--- src/rtl/mtc_pkg.sv ---
package mtc_pkg;
  typedef enum logic [1:0] {
    IF_PLAIN = 2'd0,
    IF_CMD   = 2'd1,
    IF_PKT_A = 2'd2,
    IF_PKT_B = 2'd3
  } if_kind_e;

  function automatic logic kind_folds(if_kind_e k);
    return (k == IF_PKT_A) || (k == IF_PKT_B);
  endfunction

  function automatic logic kind_no_pol(if_kind_e k);
    return k == IF_CMD;
  endfunction
endpackage

--- src/rtl/mtc_axis.sv ---
module mtc_axis
  import mtc_pkg::*;
#(
  parameter int FW = 16
) (
  input  logic [FW-1:0] disp_i,
  input  logic [FW-1:0] ss_i,
  input  logic [FW-1:0] se_i,
  input  logic [FW-1:0] tot_i,
  input  logic          neg_i,
  input  if_kind_e      kind_i,
  output logic          ok_o,
  output logic [FW-1:0] act_o,
  output logic [FW-1:0] fp_o,
  output logic [FW-1:0] bp_o,
  output logic [FW-1:0] pw_o,
  output logic [FW-1:0] sum_o,
  output logic          pol_o
);
  logic [FW-1:0] fp_raw, bp_raw;

  always_comb begin
    ok_o   = (tot_i >= se_i) && (ss_i >= disp_i) && (se_i >= ss_i);
    fp_raw = ss_i - disp_i;
    bp_raw = tot_i - se_i;
    act_o  = disp_i;
    pw_o   = se_i - ss_i;
    if (kind_folds(kind_i)) begin
      bp_o = bp_raw + fp_raw;
      fp_o = '0;
    end else begin
      bp_o = bp_raw;
      fp_o = fp_raw;
    end
    sum_o = act_o + fp_o + bp_o + pw_o;
    pol_o = neg_i && !kind_no_pol(kind_i);
  end
endmodule

--- src/rtl/mtc_fetch.sv ---
module mtc_fetch #(
  parameter int FW          = 16,
  parameter int WORST_LINES = 24
) (
  input  logic [FW-1:0] vbp_i,
  input  logic [FW-1:0] vpw_i,
  input  logic [FW-1:0] vfp_i,
  output logic [FW-1:0] lines_o
);
  localparam int EW = FW + 1;
  localparam logic [EW-1:0] WC = EW'(WORST_LINES);

  logic [EW-1:0] sof, need;

  always_comb begin
    sof  = {1'b0, vbp_i} + {1'b0, vpw_i};
    need = WC - sof;
    if (sof >= WC)
      lines_o = '0;
    else if ({1'b0, vfp_i} < need)
      lines_o = vfp_i;
    else
      lines_o = need[FW-1:0];
  end
endmodule

--- src/rtl/mtc_seq_mult.sv ---
module mtc_seq_mult #(
  parameter int W = 16
) (
  input  logic           clk,
  input  logic           rst_n,
  input  logic           go_i,
  input  logic [W-1:0]   a_i,
  input  logic [W-1:0]   b_i,
  output logic [2*W-1:0] prod_o,
  output logic           fin_o
);
  localparam int PW = 2 * W;
  localparam int CW = $clog2(W + 1);

  logic [PW-1:0] mcand;
  logic [W-1:0]  mplier;
  logic [CW-1:0] cnt;
  logic          busy;

  always_ff @(posedge clk or negedge rst_n) begin
    if (!rst_n) begin
      prod_o <= '0;
      mcand  <= '0;
      mplier <= '0;
      cnt    <= '0;
      busy   <= 1'b0;
      fin_o  <= 1'b0;
    end else begin
      fin_o <= 1'b0;
      if (go_i) begin
        prod_o <= '0;
        mcand  <= PW'(a_i);
        mplier <= b_i;
        cnt    <= CW'(W);
        busy   <= 1'b1;
      end else if (busy) begin
        if (mplier[0]) prod_o <= prod_o + mcand;
        mcand  <= mcand << 1;
        mplier <= mplier >> 1;
        cnt    <= cnt - CW'(1);
        if (cnt == CW'(1)) begin
          busy  <= 1'b0;
          fin_o <= 1'b1;
        end
      end
    end
  end


  fin_pulse_chk: assert property (@(posedge clk) disable iff (!rst_n)
    fin_o |=> !fin_o);
endmodule

--- src/rtl/mode_timing_conv.sv ---
module mode_timing_conv
  import mtc_pkg::*;
#(
  parameter int FW          = 16,
  parameter int WORST_LINES = 24,
  parameter int CLR_W       = 8
) (
  input  logic               clk,
  input  logic               rst_n,
  input  logic               start_i,
  input  logic [FW-1:0]      h_disp_i,
  input  logic [FW-1:0]      h_ss_i,
  input  logic [FW-1:0]      h_se_i,
  input  logic [FW-1:0]      h_tot_i,
  input  logic [FW-1:0]      v_disp_i,
  input  logic [FW-1:0]      v_ss_i,
  input  logic [FW-1:0]      v_se_i,
  input  logic [FW-1:0]      v_tot_i,
  input  logic               h_neg_i,
  input  logic               v_neg_i,
  input  logic [1:0]         if_kind_i,
  input  logic               split_i,
  output logic               done_o,
  output logic               valid_o,
  output logic [FW-1:0]      h_active_o,
  output logic [FW-1:0]      h_fp_o,
  output logic [FW-1:0]      h_bp_o,
  output logic [FW-1:0]      h_pw_o,
  output logic               h_pol_o,
  output logic [FW-1:0]      v_active_o,
  output logic [FW-1:0]      v_fp_o,
  output logic [FW-1:0]      v_bp_o,
  output logic [FW-1:0]      v_pw_o,
  output logic               v_pol_o,
  output logic               fetch_en_o,
  output logic [FW-1:0]      fetch_lines_o,
  output logic [2*FW-1:0]    fetch_start_o,
  output logic [CLR_W-1:0]   border_clr_o,
  output logic [CLR_W-1:0]   underflow_clr_o
);
  localparam int NAX = 2;
  localparam int PW  = 2 * FW;

  typedef enum logic [1:0] {S_IDLE, S_LOAD, S_MUL} state_e;
  state_e state;

  logic [FW-1:0] c_disp [NAX];
  logic [FW-1:0] c_ss   [NAX];
  logic [FW-1:0] c_se   [NAX];
  logic [FW-1:0] c_tot  [NAX];
  logic          c_neg  [NAX];
  if_kind_e      c_kind;

  logic          a_ok  [NAX];
  logic [FW-1:0] a_act [NAX];
  logic [FW-1:0] a_fp  [NAX];
  logic [FW-1:0] a_bp  [NAX];
  logic [FW-1:0] a_pw  [NAX];
  logic [FW-1:0] a_sum [NAX];
  logic          a_pol [NAX];

  logic [FW-1:0] f_lines;
  logic [FW-1:0] op_a;
  logic [PW-1:0] prod;
  logic          mul_go, mul_fin, mode_ok;

  always_ff @(posedge clk or negedge rst_n) begin
    if (!rst_n) begin
      state <= S_IDLE;
      c_kind <= IF_PLAIN;
      for (int i = 0; i < NAX; i++) begin
        c_disp[i] <= '0;
        c_ss[i]   <= '0;
        c_se[i]   <= '0;
        c_tot[i]  <= '0;
        c_neg[i]  <= 1'b0;
      end
    end else begin
      case (state)
        S_IDLE: if (start_i) begin
          state  <= S_LOAD;
          c_kind <= if_kind_e'(if_kind_i);
          c_neg[0] <= h_neg_i;
          c_neg[1] <= v_neg_i;
          c_disp[1] <= v_disp_i;
          c_ss[1]   <= v_ss_i;
          c_se[1]   <= v_se_i;
          c_tot[1]  <= v_tot_i;
          if (split_i) begin
            c_disp[0] <= h_disp_i >> 1;
            c_ss[0]   <= h_ss_i >> 1;
            c_se[0]   <= h_se_i >> 1;
            c_tot[0]  <= h_tot_i >> 1;
          end else begin
            c_disp[0] <= h_disp_i;
            c_ss[0]   <= h_ss_i;
            c_se[0]   <= h_se_i;
            c_tot[0]  <= h_tot_i;
          end
        end
        S_LOAD: state <= S_MUL;
        S_MUL:  if (mul_fin) state <= S_IDLE;
        default: state <= S_IDLE;
      endcase
    end
  end

  for (genvar g = 0; g < NAX; g++) begin : g_axis
    mtc_axis #(.FW(FW)) u_axis (
      .disp_i (c_disp[g]),
      .ss_i   (c_ss[g]),
      .se_i   (c_se[g]),
      .tot_i  (c_tot[g]),
      .neg_i  (c_neg[g]),
      .kind_i (c_kind),
      .ok_o   (a_ok[g]),
      .act_o  (a_act[g]),
      .fp_o   (a_fp[g]),
      .bp_o   (a_bp[g]),
      .pw_o   (a_pw[g]),
      .sum_o  (a_sum[g]),
      .pol_o  (a_pol[g])
    );
  end

  mtc_fetch #(.FW(FW), .WORST_LINES(WORST_LINES)) u_fetch (
    .vbp_i   (a_bp[1]),
    .vpw_i   (a_pw[1]),
    .vfp_i   (a_fp[1]),
    .lines_o (f_lines)
  );

  assign mode_ok = a_ok[0] && a_ok[1];
  assign op_a    = a_sum[1] - f_lines;
  assign mul_go  = (state == S_LOAD);

  mtc_seq_mult #(.W(FW)) u_mult (
    .clk    (clk),
    .rst_n  (rst_n),
    .go_i   (mul_go),
    .a_i    (op_a),
    .b_i    (a_sum[0]),
    .prod_o (prod),
    .fin_o  (mul_fin)
  );

  always_ff @(posedge clk or negedge rst_n) begin
    if (!rst_n) begin
      done_o <= 1'b0;
      valid_o <= 1'b0;
      h_active_o <= '0; h_fp_o <= '0; h_bp_o <= '0; h_pw_o <= '0; h_pol_o <= 1'b0;
      v_active_o <= '0; v_fp_o <= '0; v_bp_o <= '0; v_pw_o <= '0; v_pol_o <= 1'b0;
      fetch_en_o <= 1'b0;
      fetch_lines_o <= '0;
      fetch_start_o <= '0;
      border_clr_o <= '0;
      underflow_clr_o <= '0;
    end else begin
      done_o <= 1'b0;
      if (state == S_MUL && mul_fin) begin
        done_o <= 1'b1;
        if (mode_ok) begin
          valid_o <= 1'b1;
          h_active_o <= a_act[0]; h_fp_o <= a_fp[0]; h_bp_o <= a_bp[0];
          h_pw_o <= a_pw[0]; h_pol_o <= a_pol[0];
          v_active_o <= a_act[1]; v_fp_o <= a_fp[1]; v_bp_o <= a_bp[1];
          v_pw_o <= a_pw[1]; v_pol_o <= a_pol[1];
          fetch_en_o <= (f_lines != '0);
          fetch_lines_o <= f_lines;
          fetch_start_o <= (f_lines != '0) ? prod + PW'(1) : '0;
          border_clr_o <= '0;
          underflow_clr_o <= '1;
        end else begin
          valid_o <= 1'b0;
          h_active_o <= '0; h_fp_o <= '0; h_bp_o <= '0; h_pw_o <= '0; h_pol_o <= 1'b0;
          v_active_o <= '0; v_fp_o <= '0; v_bp_o <= '0; v_pw_o <= '0; v_pol_o <= 1'b0;
          fetch_en_o <= 1'b0;
          fetch_lines_o <= '0;
          fetch_start_o <= '0;
          border_clr_o <= '0;
          underflow_clr_o <= '0;
        end
      end
    end
  end


  reject_clear_chk: assert property (@(posedge clk) disable iff (!rst_n)
    !valid_o |-> (!fetch_en_o && fetch_start_o == '0 && h_active_o == '0 &&
                  v_active_o == '0 && h_bp_o == '0 && v_bp_o == '0 &&
                  underflow_clr_o == '0));

  fetch_en_match_chk: assert property (@(posedge clk) disable iff (!rst_n)
    (fetch_en_o == (fetch_lines_o != '0)) && (fetch_en_o -> fetch_start_o != '0));

  fetch_in_vfp_chk: assert property (@(posedge clk) disable iff (!rst_n)
    fetch_lines_o <= v_fp_o);

  done_pulse_chk: assert property (@(posedge clk) disable iff (!rst_n)
    done_o |=> !done_o);

  hold_chk: assert property (@(posedge clk) disable iff (!rst_n)
    !mul_fin |=> ($stable(fetch_start_o) && $stable(valid_o) && $stable(h_bp_o) &&
                  $stable(v_fp_o) && !done_o));

  cmd_pol_chk: assert property (@(posedge clk) disable iff (!rst_n)
    (done_o && c_kind == IF_CMD) |-> (!h_pol_o && !v_pol_o));

  fold_fp_chk: assert property (@(posedge clk) disable iff (!rst_n)
    (done_o && kind_folds(c_kind)) |-> (h_fp_o == '0 && v_fp_o == '0));

  colour_chk: assert property (@(posedge clk) disable iff (!rst_n)
    valid_o |-> (border_clr_o == '0 && underflow_clr_o == '1));
endmodule

--- config.mk ---
export PLATFORM = sky130hd
export DESIGN_NAME = mode_timing_conv
export DESIGN_NICKNAME = d
export VERILOG_FILES = /design/src/rtl/mtc_pkg.sv /design/src/rtl/mtc_axis.sv /design/src/rtl/mtc_fetch.sv /design/src/rtl/mtc_seq_mult.sv /design/src/rtl/mode_timing_conv.sv
export SDC_FILE = /design/constraint.sdc
export NUM_CORES = 1
export LEC_CHECK = 0
export BUFFER_PORTS_ARGS = -buffer_cell sky130_fd_sc_hd__buf_2
export CORE_AREA = 2 2 222 224
export CTS_BUF_LIST = sky130_fd_sc_hd__clkbuf_8
export CTS_CLUSTER_DIAMETER = 150
export DETAILED_ROUTE_END_ITERATION = 6
export DIE_AREA = 0 0 224 226
export PLACE_DENSITY_LB_ADDON = 0.3
export SYNTH_ARGS = -nofsm -noshare
export SYNTH_HDL_FRONTEND = slang
export SYNTH_SLANG_ARGS = --single-unit
--- constraint.sdc ---
create_clock -name clk -period 15.2 [get_ports clk]
set_input_delay 0 -clock clk [delete_from_list [all_inputs] [get_ports clk]]
set_output_delay 0 -clock clk [all_outputs]
set_load 0.005 [all_outputs]
==> flow_summary.json <==
{
  "viasPerCell": 6.01,
  "grt_pass1_wl_mm": 141,
  "utilization_pct": 70.6,
  "worstMarginPinSlew_ns": 1.14,
  "fin_worst_skew_ns": 0.0311,
  "synth_edf_count": 0,
  "coreArea_um2": 48300,
  "crit_family": "compound AO/OA/AOI/OAI gates",
  "syn_inst": 3248,
  "grt_pass1_vias": 26000,
  "syn-cell-area_um2": 28700,
  "finalHoldViolCount": 0,
  "slew_viol_final": 0,
  "slowest_stage": "a2111oi_0",
  "wirelength_mm": 91.3,
  "r2r_start": "c_se[1]",
  "cts_sinks": 402,
  "fp-row-count": 81,
  "post_cts_resized": 0,
  "max_freq_ghz": 0.0747,
  "placed_cells": 4086,
  "cts_buffer_depth": 3,
  "io_buffers": 324,
  "cp.depth": 52,
  "register_area_um2": 10100,
  "crit_path_frequent_cell": "a21oi_1",
  "worstSetupStartpointType": "flip-flop",
  "cts_setup_buffers": 0,
  "criticalPathCategory": "flip-flop to flip-flop",
  "crit_path_end_kind": "flip-flop",
  "start_util_pct": 59.5,
  "grt_max_degree": 119,
  "layout_commonest_cell": "nand2_1",
  "synth_seq_cells": 402,
  "io_pins": 333,
  "synth.avg_cell_area_um2": 8.85,
  "ys_types": 90,
  "die_w_um": 224,
  "layout_common_cells": "nand2_1, dfrtp_1, buf_2",
  "gp_congestion": 0.987,
  "drt-initial-drc-count": 2557,
  "endpoint": "u_mult.mcand[15]",
  "multi_input_area_um2": 17000,
  "ys.flop_type": "dfrtp_1",
  "period_minus_slack_ns": 13.39,
  "drive_gt1_share_pct": 13.3,
  "cp.buffers_inverters": 5,
  "async_reset_ff_share_pct": 100,
  "antenna_found_initial": 4,
  "hold_class": "primary input to flip-flop",
  "path_max_fanout": 19,
  "max_stage_delay_ns": 0.64,
  "die_h_um": 226,
  "cts_root_buffer": "clkbuf_8",
  "drc_errors": 0,
  "num-fill-cells": 3633,
  "clkLatencyLatePin_ns": 0.67,
  "grt_setup_unrepaired": "no",
  "status": "finished, final reports clean",
  "dp_hpwl_mm": 66.2,
  "worstSetupStartpoint": "c_se[1]",
  "yosysWarningCount": 0,
  "ff2ff_setup_slack_ns": 1.81,
  "post-route-period-util_pct": 88.1,
  "die_area_um2": 50600,
  "arrival_ns": 13.98,
  "dr.pass1.iters": 6,
  "numCtsBuffers": 71,
  "ant_nets": 0,
  "num_vias": 26500,
  "ys_seq_area_share_pct": 35.0,
  "critPathRequiredTime_ns": 15.79,
  "setup_viol": 0,
  "cts_tree": "done",
  "nets": 4170,
  "cap_violations": 0,
  "dpl-instance-area_um2": 30700,
  "clk_pin_slew_ns": 0.06,
  "area_growth_pct": 18.8,
  "final_cells": 4405,
  "wl_per_cell_um": 20.7,
  "r2r_end": "u_mult.mcand[15]",
  "cts.htree.levels": 3,
  "finalSetupTns_ns": 0,
  "relSlewSlack_pct": 22.2,
  "overflow": 0,
  "track_usage_pct": 35.7,
  "rr_worst_depth": 52,
  "final_cell_area_um2": 34200
}
## repair_timing
| action | CTS | global route |
|---|---|---|
| hold buffers | 190 | 0 |
| endpoints found under the hold margin | 220 | 0 |
| endpoints found under the setup margin | 0 | 0 |
## logic make-up (layout without fill, tap and decap cells)
family	Yosys count	count (layout)	share of synthesized area, %
flip-flops	402	402	35.0
AO/OA/AOI/OAI	840	840	18.0
buffers and inverters	421	946	5.85
AND/OR/NAND/NOR	955	955	15.1
XOR/XNOR	200	200	6.19
adder cells (fa/ha/maj)	307	307	15.6
other	1	11	0.0130
multiplexers	122	122	4.30
## synthesized netlist by cell type (23+ instances only)
library cell / count / area (µm²)
nand2_1: 475 / 1780
dfrtp_1: 402 / 10100
o21ai_0: 317 / 1590
inv_1: 285 / 1070
ha_1: 223 / 2790
a21oi_1: 193 / 966
nor2_1: 161 / 604
xnor2_1: 133 / 1160
mux2i_1: 110 / 1100
fa_1: 84 / 1680
clkbuf_1: 82 / 308
xor2_1: 65 / 569
nand3_1: 60 / 300
a22o_1: 49 / 429
nor3_1: 44 / 220
a21o_1: 43 / 323
o21bai_1: 42 / 315
nor2b_1: 35 / 219
o21ai_1: 33 / 165
and3_1: 31 / 194
nand4_1: 30 / 188
a211oi_1: 27 / 203
buf_1: 27 / 101
nand2b_1: 23 / 144
## cell type report
cell class                      instances  share of cell area (%)
Timing Repair Buffer                  534                    10.8
Clock inverter                         38                   0.780
Inverter                              286                    3.15
Clock buffer                           88                    3.55
Sequential cell                       402                    29.5
Antenna cell                            3                  0.0220
Multi-Input combinational cell       2432                    49.9
Tap cell                              622                    2.28
## worst min-delay path: stages
cell           delay [ns]
dlygate4sd3_1        0.52
buf_2                0.09
nand2_1              0.04
o21ai_0              0.06
## per-layer routing
layer | vias up | track usage [%] | routed length (µm)
li1 | 12100 | - | -
met1 | 12800 | 47.4 | 37400
met2 | 1258 | 57.0 | 42500
met3 | 259 | 6.88 | 7410
met4 | 4 | 16.1 | 3990
met5 | - | 0 | 22
## worst min-delay path by stage
stage,start,endpoint,slack [ns],depth (start not counted)
finish,v_disp_i[5],c_disp[5],0.10,4
global route,v_disp_i[1],c_disp[1],0.11,4
CTS,v_disp_i[1],c_disp[1],0.05,4
detailed placement,rst_n,fetch_start_o[9],0.06,1
global placement,rst_n,fetch_start_o[9],0.05,1
floorplan,rst_n,c_disp[0],-0.30,0
## registers in the layout, indices dropped and copies added, names as in the netlist, 32 cells and up
signal,cells
c_disp,32
c_se,32
c_ss,32
c_tot,32
fetch_start_o,32
u_mult.mcand,32
u_mult.prod_o,32
## metrics by stage
step	setup WS [ns]	hold slack, ns
3_3_place_gp	2.75	0.0486
2_1_floorplan	3.99	-0.296
4_1_cts	2.08	0.0524
6_report	1.81	0.102
5_1_grt	0.849	0.109
3_5_place_dp	2.12	0.0633
Power is left out: the tool's default activity adds up to more than one toggle a clock period on the data nets, which glitch-free logic cannot reach.
